===== src/rtl/lsl_pkg.sv =====
package lsl_pkg;
  typedef enum logic [1:0] {
    SZ_BYTE = 2'b00,
    SZ_HALF = 2'b01,
    SZ_WORD = 2'b10,
    SZ_BAD  = 2'b11
  } acc_size_e;
endpackage


===== src/rtl/lsl_align_chk.sv =====
module lsl_align_chk #(
  parameter int DATA_W = 32,
  localparam int NLANE = DATA_W / 8,
  localparam int OFS_W = $clog2(NLANE)
) (
  input  logic [1:0]       size,
  input  logic [OFS_W-1:0] ofs,
  output logic             ok
);
  import lsl_pkg::*;

  always_comb begin
    case (acc_size_e'(size))
      SZ_BYTE: ok = 1'b1;
      SZ_HALF: ok = ~ofs[0];
      SZ_WORD: ok = (ofs == '0);
      default: ok = 1'b0;
    endcase
  end
endmodule


===== src/rtl/lsl_store_path.sv =====
module lsl_store_path #(
  parameter int DATA_W     = 32,
  parameter bit BIG_ENDIAN = 1'b0,
  localparam int NLANE = DATA_W / 8,
  localparam int OFS_W = $clog2(NLANE)
) (
  input  logic [1:0]        size,
  input  logic [OFS_W-1:0]  ofs,
  input  logic              ok,
  input  logic [DATA_W-1:0] data,
  output logic [DATA_W-1:0] wdata,
  output logic [NLANE-1:0]  be
);
  import lsl_pkg::*;

  for (genvar i = 0; i < NLANE; i++) begin : g_lane
    // source byte of the halfword and of the word for this lane
    localparam int HSEL = BIG_ENDIAN ? (1 - (i % 2)) : (i % 2);
    localparam int WSEL = BIG_ENDIAN ? (NLANE - 1 - i) : i;
    localparam logic [OFS_W-1:0] IDX = OFS_W'(i);
    logic [7:0] lane_b;
    logic       lane_en;

    always_comb begin
      lane_b  = '0;
      lane_en = 1'b0;
      if (ok) begin
        case (acc_size_e'(size))
          SZ_BYTE: begin
            lane_b  = data[7:0];
            lane_en = (ofs == IDX);
          end
          SZ_HALF: begin
            lane_b  = data[8*HSEL +: 8];
            lane_en = (ofs[OFS_W-1:1] == IDX[OFS_W-1:1]);
          end
          SZ_WORD: begin
            lane_b  = data[8*WSEL +: 8];
            lane_en = 1'b1;
          end
          default: begin
            lane_b  = '0;
            lane_en = 1'b0;
          end
        endcase
      end
    end

    assign wdata[8*i +: 8] = lane_b;
    assign be[i]           = lane_en;
  end
endmodule


===== src/rtl/lsl_load_path.sv =====
module lsl_load_path #(
  parameter int DATA_W     = 32,
  parameter bit BIG_ENDIAN = 1'b0,
  localparam int NLANE = DATA_W / 8,
  localparam int OFS_W = $clog2(NLANE)
) (
  input  logic [1:0]        size,
  input  logic [OFS_W-1:0]  ofs,
  input  logic              uns,
  input  logic              ok,
  input  logic [DATA_W-1:0] rdata,
  output logic [DATA_W-1:0] result
);
  import lsl_pkg::*;

  logic [7:0]        lane [NLANE];
  logic [DATA_W-1:0] word_v;
  logic [7:0]        sel_b;
  logic [15:0]       sel_h;
  logic [OFS_W-1:0]  lo_ofs;
  logic [OFS_W-1:0]  hi_ofs;

  for (genvar i = 0; i < NLANE; i++) begin : g_lane
    assign lane[i] = rdata[8*i +: 8];
    if (BIG_ENDIAN) begin : g_big
      assign word_v[8*i +: 8] = rdata[8*(NLANE-1-i) +: 8];
    end else begin : g_little
      assign word_v[8*i +: 8] = rdata[8*i +: 8];
    end
  end

  always_comb begin
    lo_ofs = {ofs[OFS_W-1:1], 1'b0};
    hi_ofs = {ofs[OFS_W-1:1], 1'b1};
    sel_b  = lane[ofs];
    sel_h  = BIG_ENDIAN ? {lane[lo_ofs], lane[hi_ofs]}
                        : {lane[hi_ofs], lane[lo_ofs]};
    result = '0;
    if (ok) begin
      case (acc_size_e'(size))
        SZ_BYTE: result = {{(DATA_W-8){sel_b[7] & ~uns}}, sel_b};
        SZ_HALF: result = {{(DATA_W-16){sel_h[15] & ~uns}}, sel_h};
        SZ_WORD: result = word_v;
        default: result = '0;
      endcase
    end
  end
endmodule


===== src/rtl/lsl_lane_unit.sv =====
module lsl_lane_unit #(
  parameter int DATA_W     = 32,
  parameter bit BIG_ENDIAN = 1'b0,
  localparam int NLANE = DATA_W / 8,
  localparam int OFS_W = $clog2(NLANE)
) (
  input  logic              clk,
  input  logic              rst,
  input  logic              st_valid,
  input  logic [1:0]        st_size,
  input  logic [OFS_W-1:0]  st_addr_lo,
  input  logic [DATA_W-1:0] st_data,
  input  logic              ld_valid,
  input  logic [1:0]        ld_size,
  input  logic [OFS_W-1:0]  ld_addr_lo,
  input  logic              ld_unsigned,
  input  logic [DATA_W-1:0] mem_rdata,
  output logic              wr_stb,
  output logic [NLANE-1:0]  wr_be,
  output logic [DATA_W-1:0] wr_data,
  output logic              st_err,
  output logic              ld_done,
  output logic [DATA_W-1:0] ld_result,
  output logic              ld_err
);
  logic              st_ok;
  logic              ld_ok;
  logic [DATA_W-1:0] st_wd;
  logic [NLANE-1:0]  st_be;
  logic [DATA_W-1:0] ld_val;

  lsl_align_chk #(.DATA_W(DATA_W)) u_st_align (
    .size(st_size), .ofs(st_addr_lo), .ok(st_ok)
  );

  lsl_align_chk #(.DATA_W(DATA_W)) u_ld_align (
    .size(ld_size), .ofs(ld_addr_lo), .ok(ld_ok)
  );

  lsl_store_path #(.DATA_W(DATA_W), .BIG_ENDIAN(BIG_ENDIAN)) u_store (
    .size(st_size), .ofs(st_addr_lo), .ok(st_ok), .data(st_data),
    .wdata(st_wd), .be(st_be)
  );

  lsl_load_path #(.DATA_W(DATA_W), .BIG_ENDIAN(BIG_ENDIAN)) u_load (
    .size(ld_size), .ofs(ld_addr_lo), .uns(ld_unsigned), .ok(ld_ok),
    .rdata(mem_rdata), .result(ld_val)
  );

  always_ff @(posedge clk) begin
    if (rst) begin
      wr_stb    <= 1'b0;
      wr_be     <= '0;
      wr_data   <= '0;
      st_err    <= 1'b0;
      ld_done   <= 1'b0;
      ld_result <= '0;
      ld_err    <= 1'b0;
    end else begin
      wr_stb    <= st_valid;
      wr_be     <= st_valid ? st_be : '0;
      wr_data   <= st_valid ? st_wd : '0;
      st_err    <= st_valid & ~st_ok;
      ld_done   <= ld_valid;
      ld_result <= ld_valid ? ld_val : '0;
      ld_err    <= ld_valid & ~ld_ok;
    end
  end
endmodule


===== config.mk =====
export PLATFORM = sky130hd
export DESIGN_NAME = lsl_lane_unit
export DESIGN_NICKNAME = d
export VERILOG_FILES = /design/src/rtl/lsl_pkg.sv /design/src/rtl/lsl_align_chk.sv /design/src/rtl/lsl_store_path.sv /design/src/rtl/lsl_load_path.sv /design/src/rtl/lsl_lane_unit.sv
export SDC_FILE = /design/constraint.sdc
export NUM_CORES = 1
export LEC_CHECK = 0
export CORE_UTILIZATION = 40
export CTS_BUF_LIST = sky130_fd_sc_hd__clkbuf_2
export DETAILED_ROUTE_END_ITERATION = 16
export PLACE_DENSITY = 0.91
export SLEW_MARGIN = 20
export SYNTH_ARGS = -nofsm -noshare
export SYNTH_HDL_FRONTEND = slang
export SYNTH_SLANG_ARGS = --single-unit

===== constraint.sdc =====
create_clock -name clk -period 1.8 [get_ports clk]
set_clock_uncertainty 0.15 [all_clocks]
set_input_delay 0.36 -clock clk [delete_from_list [all_inputs] [get_ports clk]]
set_output_delay 0.36 -clock clk [all_outputs]
set_load 0.01 [all_outputs]

==> results.toml, run 1 <==
[logic_synthesis]
syn_inst = 287
synth.distinct_cells = 35
postSynthAreaPerCell_um2 = 9.65
synthMuxAreaShare_pct = 5.20
synth_xor_xnor_area_share_pct = 0
synth_area_mm2 = 0.00277
synth_top_family_by_area = "compound AO/OA/AOI/OAI gates"
ys_seq_elements = 72
synth_compound_area_share_pct = 22.9
synthSimpleGateAreaFrac_pct = 12.4
synth_nets = 368
async_flop_share_pct = 0
ys_warn_count = 0
synth_adder_area_share_pct = 1.81
synth_edf_count = 0
synthFlopType = "dfxtp_1"
synth_seq_area_share_pct = 52.1

[clock_tree]
clock_sinks = 72
hold_buffers = 0
htree_num_levels = 3
cts_made_buffers = 9
root_buffer = "clkbuf_2"
clk_path_buf_depth = 2
clk_pin_slew_ns = 0.21
cts_tree = "yes"

[detailed_routing]
avgViaCountPerCell = 5.39
drt_wl_total_um = 8780
drcViolationCount = 0
first_pass_iters = 5
wl_per_cell_um = 16.4
drt_iter0_markers = 142
ant_nets = 0
vias = 2881

[layout]
post-route-cell-area_mm2 = 0.00450
layout-drive-gt1-share_pct = 15.1
fin_nets = 534
diodes = 0
synthToLayoutAreaGrowth_pct = 62.7

[hold_path]
holdPathStages = 3
hp-start = "mem_rdata[1]"
hold_end = "ld_result[1]"
hold_path.class = "in2reg"

[floorplan]
core_area_mm2 = 0.00653
start_util_pct = 42.4
rows = 29
fp.dieArea_mm2 = 0.00726
die_x_um = 85.2
fp.dieH_um = 85.2
ios = 149

[setup_path]
path_max_fanout = 9
cp.arrival_ns = 1.93
worstSetupStartpointType = "input pin"
cp_top_family = "buffers and inverters"
cpMaxStageDelayCell = "clkdlybuf4s50_1"
cp-end-kind = "flop"
max_stage_delay_ns = 0.53
critPathRequiredTime_ns = 2.04
crit_buf_inv = 3
criticalPathCategory = "in2reg"
crit_chain = "clkdlybuf4s50_1, inv_1, ha_1, buf_4, a222oi_1, nor2_1"

[timing]
hold_violations = 0
layout_min_cycle_time_ns = 1.69
maxSlewHeadroom_pct = 68.9
fmax_ghz = 0.593
setup_viol = 0
layout_setup_ws_ns = 0.113
tightest_slew_ns = 0.466
slew_viol_final = 0
final.period_utilization_pct = 93.7
rsz0062_at_grt = "false"

[grt]
antenna_found_initial = 0
grtUsageTotal_pct = 25.1
grt_pass1_wl_um = 13900
grt_pass1_vias = 2920
overflow = 0
grt_start_max_net_pins = 33

[place]
port_buffers = 148
place_ws_ns = -0.413
place_hpwl_um = 6750
place_area_mm2 = 0.00448
place_congestion = 0.928

[power_and_ir_drop]
power.share.clock_pct = 28.3
swShare_pct = 27.4
irDropWorstVdd_uv = 450
seq_power_share_pct = 52.7
p_comb_share_pct = 19.0
p_leak_nw = 2.08
switching_power_w = 0.000853
power.internal_w = 0.00226
power_density_mw_per_mm2 = 692

[job]
cap_violations = 0

[status]
status = "finished clean"
==> worst max-delay path by stage <==
stage          depth (start not counted)  slack, ns           from            end
5_1_grt                                5       0.05  ld_addr_lo[0]   ld_result[8]
3_3_place_gp                           5      -0.34  ld_addr_lo[1]   ld_result[3]
4_1_cts                                1       0.11  ld_result[16]  ld_result[16]
2_1_floorplan                          8       0.12     st_size[1]    wr_data[24]
3_5_place_dp                           6      -0.41     st_size[0]    wr_data[29]
6_report                               6       0.11     st_size[0]    wr_data[29]
==> cell families after synthesis <==
kind of cell / after synthesis
AO/OA/AOI/OAI: 84
buffers and inverters: 34
flip-flops: 72
multiplexers: 13
adder cells (fa/ha/maj): 4
AND/OR/NAND/NOR: 80
==> layer usage <==
layer	wire length (um)	part of all wire (%)	vias to the layer above	GRT usage (%)
li1	-	-	1340	-
met1	3180	36	1329	26.1
met2	4370	50	183	44.6
met3	897	10	29	8.46
met4	334	3.8	0	13.9
met5	0	0	-	0
==> sequential cells by signal, summed over array words and instances (netlist names) <==
| name | count |
|---|---|
| ld_result | 32 |
| wr_data | 32 |
| wr_stb | 1 |
| ld_done | 1 |
| ld_err | 1 |
| wr_be | 4 |
| st_err | 1 |
==> area by class of cell <==
type	count	area (um2)
clock buffer	9	45.0
clock inverter	7	62.6
fill	504	2030
inverter	14	52.6
multi-input combinational	181	1170
sequential	72	1440
tap	77	96.3
timing repair buffer	175	1630
==> metrics by stage <==
step,util (%),TNS (ns),instances,total power (W),hold WS [ns]
floorplan,-,0,287,0.00192,0.286
global placement,68.7,-17.69,519,0.00227,0.774
detailed placement,68.7,-22.41,519,0.00229,0.783
CTS,69.0,0,535,0.00313,0.198
global route,69.0,0,535,0.00325,0.212
finish,69.0,0,535,0.00312,0.222
==> power groups by stage <==
stage / Sequential (W) / Combinational, W / Clock, W
2_1_floorplan: 0.00170 / 0.000223 / 0
3_3_place_gp: 0.00168 / 0.000594 / 0
3_5_place_dp: 0.00168 / 0.000611 / 0
4_1_cts: 0.00164 / 0.000589 / 0.000894
5_1_grt: 0.00165 / 0.000633 / 0.000969
6_report: 0.00164 / 0.000593 / 0.000882
==> Yosys cell counts, types with 2 or more instances <==
| cell | n | area share (%) |
|---|---|---|
| a32oi_1 | 3 | 0.95 |
| a22oi_1 | 27 | 7.3 |
| mux2_2 | 11 | 4.5 |
| a21oi_1 | 26 | 4.7 |
| ha_1 | 4 | 1.8 |
| a222oi_1 | 8 | 2.9 |
| dfxtp_1 | 72 | 52 |
| buf_6 | 2 | 0.81 |
| buf_2 | 7 | 1.3 |
| nor2b_1 | 6 | 1.4 |
| a21oi_2 | 9 | 2.8 |
| nor3b_1 | 2 | 0.54 |
| mux2i_1 | 2 | 0.72 |
| inv_1 | 14 | 1.9 |
| nand2_1 | 25 | 3.4 |
| clkbuf_1 | 7 | 0.95 |
| buf_1 | 3 | 0.41 |
| nor2_1 | 40 | 5.4 |
| nand2b_1 | 2 | 0.45 |
| o21ai_0 | 2 | 0.36 |
==> timing repair <==
action	in CTS	in global routing
resized for setup	74	0
setup buffers	0	0
endpoints found under the setup margin	72	0
==> cell usage in the layout, fill, tap and decap left out, types with 2 or more instances in the layout <==
| cell | count |
|---|---|
| a21oi_1 | 26 |
| nor2b_1 | 6 |
| o21ai_0 | 2 |
| clkinvlp_4 | 2 |
| a32oi_1 | 3 |
| nor2_1 | 40 |
| nor3b_1 | 2 |
| a21oi_2 | 9 |
| a22oi_1 | 27 |
| buf_4 | 24 |
| inv_1 | 14 |
| clkinv_2 | 2 |
| a222oi_1 | 8 |
| clkbuf_2 | 9 |
| nand2b_1 | 2 |
| dfxtp_2 | 2 |
| clkdlybuf4s50_1 | 76 |
| clkinv_1 | 2 |
| buf_12 | 3 |
| dlygate4sd2_1 | 72 |
| mux2i_1 | 2 |
| nand2_1 | 25 |
| mux2_2 | 11 |
| ha_1 | 4 |
| dfxtp_1 | 70 |
Power figures use the tool's default switching activity.
==> run 2, diff against run 1 <==
SLEW_MARGIN = 0   (was 20)
==> results of run 2 <==
The final DEF is identical to that of run 1; final timing and power are the same.
